===== src/rtl/nand_seq_pkg.sv =====
package nand_seq_pkg;

  typedef enum logic [2:0] {
    PH_IDLE = 3'd0,
    PH_CMD1 = 3'd1,
    PH_ADDR = 3'd2,
    PH_CMD2 = 3'd3,
    PH_WAIT = 3'd4,
    PH_DATA = 3'd5,
    PH_END  = 3'd6
  } phase_t;

  typedef enum logic [1:0] {
    SB_IDLE,
    SB_SETUP,
    SB_LOW,
    SB_HIGH
  } strobe_t;

  // control word bit positions
  localparam int B_GO   = 31;
  localparam int B_CMD1 = 30;
  localparam int B_ADDR = 29;
  localparam int B_PIO  = 28;
  localparam int B_TX   = 27;
  localparam int B_RX   = 26;
  localparam int B_CMD2 = 25;
  localparam int B_WAIT = 16;
  localparam int F_XSZ  = 20;
  localparam int F_CE   = 8;

  // status bit positions
  localparam int S_DONE = 5;
  localparam int S_TOUT = 4;

  // register indices
  localparam logic [2:0] RA_CTRL = 3'd0;
  localparam logic [2:0] RA_CMDA = 3'd1;
  localparam logic [2:0] RA_CMDB = 3'd2;
  localparam logic [2:0] RA_ADLO = 3'd3;
  localparam logic [2:0] RA_ADHI = 3'd4;
  localparam logic [2:0] RA_DATA = 3'd5;
  localparam logic [2:0] RA_STAT = 3'd6;

endpackage


===== src/rtl/nand_seq_strobe.sv =====
module nand_seq_strobe
  import nand_seq_pkg::*;
#(
  parameter int T_SETUP = 2,
  parameter int T_LOW   = 3,
  parameter int T_HIGH  = 2
) (
  input  logic clk,
  input  logic rst_n,
  input  logic start,
  output logic low,
  output logic sample,
  output logic done
);

  localparam int TM1  = (T_SETUP > T_LOW) ? T_SETUP : T_LOW;
  localparam int TMAX = (TM1 > T_HIGH) ? TM1 : T_HIGH;
  localparam int CW   = $clog2(TMAX + 1);
  localparam logic [CW-1:0] LAST_S = CW'(T_SETUP - 1);
  localparam logic [CW-1:0] LAST_L = CW'(T_LOW - 1);
  localparam logic [CW-1:0] LAST_H = CW'(T_HIGH - 1);

  strobe_t st;
  logic [CW-1:0] cnt;

  assign low    = (st == SB_LOW);
  assign sample = (st == SB_LOW)  && (cnt == LAST_L);
  assign done   = (st == SB_HIGH) && (cnt == LAST_H);

  always_ff @(posedge clk or negedge rst_n) begin
    if (!rst_n) begin
      st  <= SB_IDLE;
      cnt <= '0;
    end else begin
      unique case (st)
        SB_IDLE: if (start) begin
          st  <= SB_SETUP;
          cnt <= '0;
        end
        SB_SETUP: if (cnt == LAST_S) begin
          st  <= SB_LOW;
          cnt <= '0;
        end else cnt <= cnt + 1'b1;
        SB_LOW: if (cnt == LAST_L) begin
          st  <= SB_HIGH;
          cnt <= '0;
        end else cnt <= cnt + 1'b1;
        SB_HIGH: if (cnt == LAST_H) begin
          st  <= SB_IDLE;
          cnt <= '0;
        end else cnt <= cnt + 1'b1;
        default: st <= SB_IDLE;
      endcase
    end
  end

endmodule


===== src/rtl/nand_seq_regs.sv =====
module nand_seq_regs
  import nand_seq_pkg::*;
(
  input  logic        clk,
  input  logic        rst_n,
  input  logic        wr,
  input  logic [2:0]  addr,
  input  logic [31:0] wdata,
  input  logic        fin,
  input  logic        err_set,
  input  logic        rx_we,
  input  logic [1:0]  rx_idx,
  input  logic [7:0]  rx_byte,
  output logic [31:0] ctrl,
  output logic [7:0]  cmd_a,
  output logic [7:0]  cmd_b,
  output logic [31:0] addr_lo,
  output logic [31:0] addr_hi,
  output logic [31:0] data,
  output logic        busy,
  output logic        st_done,
  output logic [31:0] rdata,
  output logic        irq
);

  logic st_tout;
  logic cfg_wr;

  assign cfg_wr = wr && !busy;
  assign irq    = st_done | st_tout;

  always_ff @(posedge clk or negedge rst_n) begin
    if (!rst_n) begin
      ctrl    <= '0;
      cmd_a   <= '0;
      cmd_b   <= '0;
      addr_lo <= '0;
      addr_hi <= '0;
      data    <= '0;
      busy    <= 1'b0;
      st_done <= 1'b0;
      st_tout <= 1'b0;
    end else begin
      if (cfg_wr) begin
        unique case (addr)
          RA_CTRL: begin
            ctrl <= wdata;
            busy <= wdata[B_GO];
          end
          RA_CMDA: cmd_a   <= wdata[7:0];
          RA_CMDB: cmd_b   <= wdata[7:0];
          RA_ADLO: addr_lo <= wdata;
          RA_ADHI: addr_hi <= wdata;
          RA_DATA: data    <= wdata;
          default: ;
        endcase
      end
      if (rx_we) data[rx_idx*8 +: 8] <= rx_byte;
      if (fin) busy <= 1'b0;
      if (wr && addr == RA_STAT) begin
        if (wdata[S_DONE]) st_done <= 1'b0;
        if (wdata[S_TOUT]) st_tout <= 1'b0;
      end
      if (fin)     st_done <= 1'b1;
      if (err_set) st_tout <= 1'b1;
    end
  end

  always_comb begin
    unique case (addr)
      RA_CTRL: rdata = {busy, ctrl[30:0]};
      RA_CMDA: rdata = {24'h0, cmd_a};
      RA_CMDB: rdata = {24'h0, cmd_b};
      RA_ADLO: rdata = addr_lo;
      RA_ADHI: rdata = addr_hi;
      RA_DATA: rdata = data;
      RA_STAT: rdata = 32'(st_done) << S_DONE | 32'(st_tout) << S_TOUT;
      default: rdata = '0;
    endcase
  end

endmodule


===== src/rtl/nand_seq_fsm.sv =====
module nand_seq_fsm
  import nand_seq_pkg::*;
#(
  parameter int T_WB    = 4,
  parameter int TIMEOUT = 1000
) (
  input  logic        clk,
  input  logic        rst_n,
  input  logic        busy,
  input  logic [31:0] ctrl,
  input  logic [7:0]  cmd_a,
  input  logic [7:0]  cmd_b,
  input  logic [31:0] addr_lo,
  input  logic [31:0] addr_hi,
  input  logic [31:0] data,
  input  logic        rb,
  input  logic [7:0]  dq_in,
  input  logic        s_done,
  input  logic        s_sample,
  output logic        start,
  output logic        cle,
  output logic        ale,
  output logic [7:0]  dq_out,
  output logic        dq_oe,
  output logic        rd_mode,
  output logic        fin,
  output logic        err_set,
  output logic        rx_we,
  output logic [1:0]  rx_idx,
  output logic [7:0]  rx_byte
);

  localparam int WW = $clog2(T_WB + TIMEOUT + 1);
  localparam logic [WW-1:0] GUARD = WW'(T_WB);
  localparam logic [WW-1:0] LIMIT = WW'(T_WB + TIMEOUT - 1);

  phase_t phase, nxt;
  logic        issued;
  logic [3:0]  bcnt;
  logic [WW-1:0] wcnt;
  logic        byte_ph, last_byte, data_en;
  logic [1:0]  xlast;
  logic [63:0] addr_all;
  logic [7:0]  abyte;

  wire unused_ctrl = ^{ctrl[B_GO], ctrl[24], ctrl[19:17], ctrl[15:4]};

  function automatic phase_t pick(input phase_t cur, input logic [31:0] c);
    phase_t p;
    p = PH_END;
    if (c[B_PIO] && (c[B_TX] || c[B_RX]) && cur < PH_DATA) p = PH_DATA;
    if (c[B_WAIT] && cur < PH_WAIT) p = PH_WAIT;
    if (c[B_CMD2] && cur < PH_CMD2) p = PH_CMD2;
    if (c[B_ADDR] && cur < PH_ADDR) p = PH_ADDR;
    if (c[B_CMD1] && cur < PH_CMD1) p = PH_CMD1;
    return p;
  endfunction

  assign nxt      = pick(phase, ctrl);
  assign data_en  = ctrl[B_PIO] && (ctrl[B_TX] || ctrl[B_RX]);
  assign rd_mode  = (phase == PH_DATA) && !ctrl[B_TX];
  assign byte_ph  = (phase == PH_CMD1) || (phase == PH_ADDR) ||
                    (phase == PH_CMD2) || (phase == PH_DATA);
  assign start    = byte_ph && !issued;
  assign xlast    = (ctrl[F_XSZ+3:F_XSZ+2] != 2'b00) ? 2'd3 : ctrl[F_XSZ+1:F_XSZ];
  assign addr_all = {addr_hi, addr_lo};
  assign abyte    = bcnt[3] ? 8'h00 : addr_all[bcnt[2:0]*8 +: 8];

  always_comb begin
    unique case (phase)
      PH_ADDR: last_byte = (bcnt == ctrl[3:0]);
      PH_DATA: last_byte = (bcnt[1:0] == xlast);
      default: last_byte = 1'b1;
    endcase
  end

  always_comb begin
    unique case (phase)
      PH_CMD1: dq_out = cmd_a;
      PH_CMD2: dq_out = cmd_b;
      PH_ADDR: dq_out = abyte;
      PH_DATA: dq_out = data[bcnt[1:0]*8 +: 8];
      default: dq_out = 8'h00;
    endcase
  end

  assign cle     = issued && ((phase == PH_CMD1) || (phase == PH_CMD2));
  assign ale     = issued && (phase == PH_ADDR);
  assign dq_oe   = issued && !rd_mode;
  assign fin     = (phase == PH_END);
  assign err_set = (phase == PH_WAIT) && (wcnt >= GUARD) && !rb && (wcnt >= LIMIT);
  assign rx_we   = s_sample && rd_mode;
  assign rx_idx  = bcnt[1:0];
  assign rx_byte = dq_in;

  always_ff @(posedge clk or negedge rst_n) begin
    if (!rst_n) begin
      phase  <= PH_IDLE;
      issued <= 1'b0;
      bcnt   <= '0;
      wcnt   <= '0;
    end else begin
      unique case (phase)
        PH_IDLE: begin
          bcnt   <= '0;
          issued <= 1'b0;
          wcnt   <= '0;
          if (busy) phase <= nxt;
        end
        PH_CMD1, PH_ADDR, PH_CMD2, PH_DATA: begin
          if (start) issued <= 1'b1;
          if (s_done) begin
            issued <= 1'b0;
            if (last_byte) begin
              phase <= nxt;
              bcnt  <= '0;
            end else begin
              bcnt <= bcnt + 1'b1;
            end
          end
        end
        PH_WAIT: begin
          if (wcnt < GUARD) wcnt <= wcnt + 1'b1;
          else if (rb) begin
            phase <= nxt;
            wcnt  <= '0;
          end else if (wcnt >= LIMIT) begin
            phase <= PH_END;
            wcnt  <= '0;
          end else wcnt <= wcnt + 1'b1;
        end
        PH_END:  phase <= PH_IDLE;
        default: phase <= PH_IDLE;
      endcase
    end
  end

  // data_en is folded into pick(); kept visible for readability of the phase plan
  wire unused_den = data_en;

endmodule


===== src/rtl/nand_cmd_seq.sv =====
module nand_cmd_seq
  import nand_seq_pkg::*;
#(
  parameter int NUM_CE  = 8,
  parameter int T_SETUP = 2,
  parameter int T_LOW   = 3,
  parameter int T_HIGH  = 2,
  parameter int T_WB    = 4,
  parameter int TIMEOUT = 1000
) (
  input  logic              clk,
  input  logic              rst_n,
  input  logic              reg_wr,
  input  logic [2:0]        reg_addr,
  input  logic [31:0]       reg_wdata,
  output logic [31:0]       reg_rdata,
  output logic              irq,
  output logic [NUM_CE-1:0] ce_n,
  output logic              cle,
  output logic              ale,
  output logic              we_n,
  output logic              re_n,
  output logic [7:0]        dq_out,
  output logic              dq_oe,
  input  logic [7:0]        dq_in,
  input  logic              rb
);

  logic [31:0] ctrl, addr_lo, addr_hi, data;
  logic [7:0]  cmd_a, cmd_b, rx_byte;
  logic [1:0]  rx_idx;
  logic busy, st_done, fin, err_set, rx_we;
  logic s_start, s_low, s_sample, s_done, rd_mode;

  nand_seq_regs u_regs (
    .clk, .rst_n,
    .wr(reg_wr), .addr(reg_addr), .wdata(reg_wdata),
    .fin, .err_set, .rx_we, .rx_idx, .rx_byte,
    .ctrl, .cmd_a, .cmd_b, .addr_lo, .addr_hi, .data,
    .busy, .st_done, .rdata(reg_rdata), .irq
  );

  nand_seq_fsm #(.T_WB(T_WB), .TIMEOUT(TIMEOUT)) u_fsm (
    .clk, .rst_n, .busy, .ctrl, .cmd_a, .cmd_b, .addr_lo, .addr_hi, .data,
    .rb, .dq_in, .s_done, .s_sample,
    .start(s_start), .cle, .ale, .dq_out, .dq_oe, .rd_mode,
    .fin, .err_set, .rx_we, .rx_idx, .rx_byte
  );

  nand_seq_strobe #(.T_SETUP(T_SETUP), .T_LOW(T_LOW), .T_HIGH(T_HIGH)) u_strobe (
    .clk, .rst_n, .start(s_start), .low(s_low), .sample(s_sample), .done(s_done)
  );

  assign we_n = ~(s_low & ~rd_mode);
  assign re_n = ~(s_low &  rd_mode);
  assign ce_n = busy ? ~ctrl[F_CE +: NUM_CE] : {NUM_CE{1'b1}};

endmodule


===== config.mk =====
export PLATFORM = sky130hd
export DESIGN_NAME = nand_cmd_seq
export DESIGN_NICKNAME = d
export VERILOG_FILES = /design/src/rtl/nand_seq_pkg.sv /design/src/rtl/nand_seq_strobe.sv /design/src/rtl/nand_seq_regs.sv /design/src/rtl/nand_seq_fsm.sv /design/src/rtl/nand_cmd_seq.sv
export SDC_FILE = /design/constraint.sdc
export NUM_CORES = 1
export LEC_CHECK = 0
export CORE_MARGIN = 1
export CORE_UTILIZATION = 38
export DETAILED_ROUTE_END_ITERATION = 7
export MAX_ROUTING_LAYER = met4
export PLACE_DENSITY = 0.57
export SETUP_SLACK_MARGIN = 0.2
export SYNTH_ARGS = -nofsm -noshare
export SYNTH_HDL_FRONTEND = slang
export SYNTH_SLANG_ARGS = --single-unit
export TNS_END_PERCENT = 30

===== constraint.sdc =====
create_clock -name clk -period 4.1 [get_ports clk]
set_clock_uncertainty 0.1 [all_clocks]
set_input_delay 0.41 -clock clk [delete_from_list [all_inputs] [get_ports clk]]
set_output_delay 0.41 -clock clk [all_outputs]
set_load 0.005 [all_outputs]

==> impl_results.md <==
- Outcome: finished clean
- Crit path kind: reg2out
- CTS tree: yes
- Placed Area: between 10000 and 15000 µm²
- Post-route cell area: 11300 µm²
- Leak: 4.56 nW
- Max Cap Viol: 0
- Die footprint: about 25000 µm²
- Yosys Warn Count: 0
- GRT Overall Usage: between 20% and 30%
- Critical Path Fanout Max: 14
- Syn_area_per_cell: ~11 µm²
- Final WS setup: approximately 0.50 ns
- Worst R2R Path Depth: 5
- Cells after synthesis: around 800
- R2R Setup Slk: about 0.98 ns
- Sw Pwr: about 2.8 mW
- Initial antenna violation count: 0
- Req. time, crit path: roughly 3.6 ns
- HP Start: u_regs.ctrl[5]$_DFFE_PN0P_
- Worst-Margin Slew: roughly 1.0 ns
- Final nets: ~970
- Final Critical Period: about 3.6 ns
- Most common cell after layout, fill and taps aside: dfrtp_1
- Setup TNS: 0 ns
- Post-Route WL: 28600 µm
- Slew margin rel.: 32.9%
- Synth area leader: dfrtp_1
- Synth-to-Final Area Change: 20.9%
- Top cells by area, synth: dfrtp_1, mux2_2, mux4_2
- Slowest stage cell, crit path: clkdlybuf4s50_1
- 1st-iter DRT viols: 550
- Post-CTS Setup Bufs: 0
- Hpwl dp: just over 20000 µm
- Bufs on Longest Clock Path: 2
- Syn nets: between 800 and 900
- Core region area: 23800 µm²
- RSZ-0062 raised after global routing: false
- CTS Hold Buffers Added: 1
- CTS resizes: 0
- Register area share after synthesis: ~45%
- Synth Flop Type: dfrtp_1
- Combinational Power Share: between 30 and 40%
- Sink Count: 168
- Critical path endpoint category: output port
- Clock Power Share: between 20% and 30%
- Total CTS buffers: 17
- Clock-pin slew on the worst setup and hold paths: around 0.07 ns
- Post-Syn Area: 9310 µm²
- Antenna Cells: 0
- Crit path capture: dq_out[6]
- CP Launch Point: u_fsm.phase[2]$_DFFE_PN0P_
- CP delay by family, top: simple AND/OR/NAND/NOR gates
- Setup WS pre-CTS: around 0.63 ns
- Synth Register Bits: 168
- Most frequent cells in the layout: dfrtp_1, mux2_2, clkdlybuf4s50_1
- Pwr dens: between 600 and 700 nW/µm²
- Cell variety after synth: 58
- Power share of the sequential group: a little over two fifths
- Post-synth top area share: between 40% and 50%
- Gr ovfl total: 0
- First-pass GRT wire length: 43600 µm
- H-tree levels: 4
- WP data arrival: slightly above 3 ns
- Ratio of final minimum period to clock period: a little under 90%
- Routed Antenna Nets: 0
- Crit. path cell count: 4
- Buf/Inv on CP: 1
- Peak Freq: between 0.2 and 0.3 GHz
- Number of iterations in the first detailed-routing pass: 5
- Routability Congestion: between 0.8 and 0.9
- Worst path max stage delay: 0.61 ns
- Critical path cell sequence: nor3_1 > nand2b_1 > o21ai_0 > clkdlybuf4s50_1
- Initial core utilization: approximately two fifths
- Final hold violation count: 0
- Vias per Instance: a little under 6
- Largest net degree at the start of global routing: 83
- Post-synth EDFFs: 0
- Post-synthesis async set-or-reset flop share: 100%
- FF-to-FF End: u_regs.data[0]$_DFF_PN0_
- RR Startpoint: u_fsm.bcnt[0]$_DFFE_PN0P_
- Startpoint types: register
- Chip Height: about 160 µm
- Clock Latency Late Sink: 0.44 ns
- Drc violations: 0
- I/O Pins: 101
- CTS root buf: clkbuf_16
- Peak VDD IR: between 0.0002 and 0.0003 V
- Port Buf Inserts: 100
- Vias in the first global route: approximately 6800
- Internal power: about 4.7 mW
- Setup Viol. Count Final: 0
- Die Wd: 159 µm
- Wire length per cell: 23.1 µm
- Layout cell share with drive strength beyond 1: approximately a quarter
- Vias: roughly 7200
- Worst Hold Class: reg2reg
- Std-Cell Rows: 56
- Sw Ratio: 37.2%
- Slew Limit Fails: 0
## power by group through the flow
| stage | Sequential (mW) | Combinational [mW] | Clock [mW] |
|---|---|---|---|
| global placement | 3.20 | 2.68 | 0 |
| global route | 3.27 | 2.97 | 1.69 |
| floorplan | 2.78 | 1.87 | 0 |
| CTS | 3.17 | 2.73 | 1.63 |
| detailed placement | 3.20 | 2.71 | 0 |
| finish | 3.18 | 2.73 | 1.61 |
## cell usage after synthesis, types with 2 or more instances
cell and number:
dfrtp_1 168, mux2_2 120, a21oi_1 79, nand2_1 68
a22oi_1 61, mux2i_1 52, mux4_2 25, clkbuf_1 23
inv_1 20, buf_2 19, o21ai_0 18, nor2_1 17
o22ai_1 16, ha_1 13, a22o_1 7, a31oi_1 7
and3_1 7, nor2b_1 7, buf_4 6, nand2b_1 6
and2_1 5, buf_1 5, nand3_1 5, xnor2_1 5
nor3_1 4, nor3b_1 4, nand3b_1 3, nand4_1 3
nor4_1 3, o21a_1 3, or2_2 3, a221o_1 2
a32o_1 2, a32oi_1 2, and2b_1 2, nor4b_1 2
o31ai_1 2, xor2_1 2
## metrics by stage
stage / std cells / utilization (%) / hold slack, ns / power (mW)
CTS: 1240 / 47.4 / 0.415 / 7.53
detailed placement: 1207 / 44.9 / 0.392 / 5.92
finish: 1240 / 47.4 / 0.415 / 7.52
global placement: 1207 / 44.9 / 0.387 / 5.88
global route: 1240 / 47.4 / 0.424 / 7.94
floorplan: 816 / - / 0.0144 / 4.65
## logic make-up after synthesis
kind of cell / after synthesis / synth area share (%)
fa+ha+maj: 13 / 1.75
flops: 168 / 45.1
compound gates: 210 / 14.7
buf+inv: 74 / 3.56
xor+xnor: 7 / 0.658
mux: 198 / 26.3
simple gates: 146 / 7.95
## final cells by class
class                   instances  area, µm²
fillers                      2207      12500
multi-input cells             574       4780
flip-flops and latches        168       4210
repair buffers                127       1220
clock buffers                  17        425
well taps                     319        399
clock inverters                15        153
inverters                      20       75.1
## worst register-to-register path, stage by stage (launching register included)
cell and delay, ns:
dfrtp_2 1.03, inv_1 0.33, ha_1 0.44, nor3b_1 0.76, a21oi_1 0.21, a21oi_1 0.17
## worst min-delay path by stage
stage                                 end  slack [ns]  depth (start not counted)
6_report       u_regs.ctrl[5]$_DFFE_PN0P_        0.41                          1
5_1_grt        u_regs.ctrl[7]$_DFFE_PN0P_        0.42                          1
4_1_cts        u_regs.ctrl[7]$_DFFE_PN0P_        0.41                          1
3_5_place_dp   u_regs.ctrl[5]$_DFFE_PN0P_        0.39                          1
3_3_place_gp   u_regs.ctrl[7]$_DFFE_PN0P_        0.39                          1
2_1_floorplan   u_fsm.bcnt[0]$_DFFE_PN0P_        0.01                          0
## sequential cells by signal (all words and copies together) (netlist names)
name            count
u_regs.addr_hi     32
u_regs.addr_lo     32
u_regs.data        32
u_regs.ctrl        31
u_fsm.wcnt         10
u_regs.cmd_a        8
u_regs.cmd_b        8
u_fsm.bcnt          4
u_fsm.phase         3
u_strobe.cnt        2
u_strobe.st         2
u_fsm.issued        1
u_regs.busy         1
u_regs.st_done      1
u_regs.st_tout      1
## per-layer routing
| layer | routed length [µm] | vias to the layer above | GRT usage (%) |
|---|---|---|---|
| li1 | - | 3253 | - |
| met2 | 13400 | 210 | 37.1 |
| met3 | 1540 | 25 | 3.97 |
| met5 | 0 | - | - |
| met1 | 13400 | 3694 | 34.7 |
| met4 | 305 | 0 | 5.13 |
(Power assumes the default switching activity.)
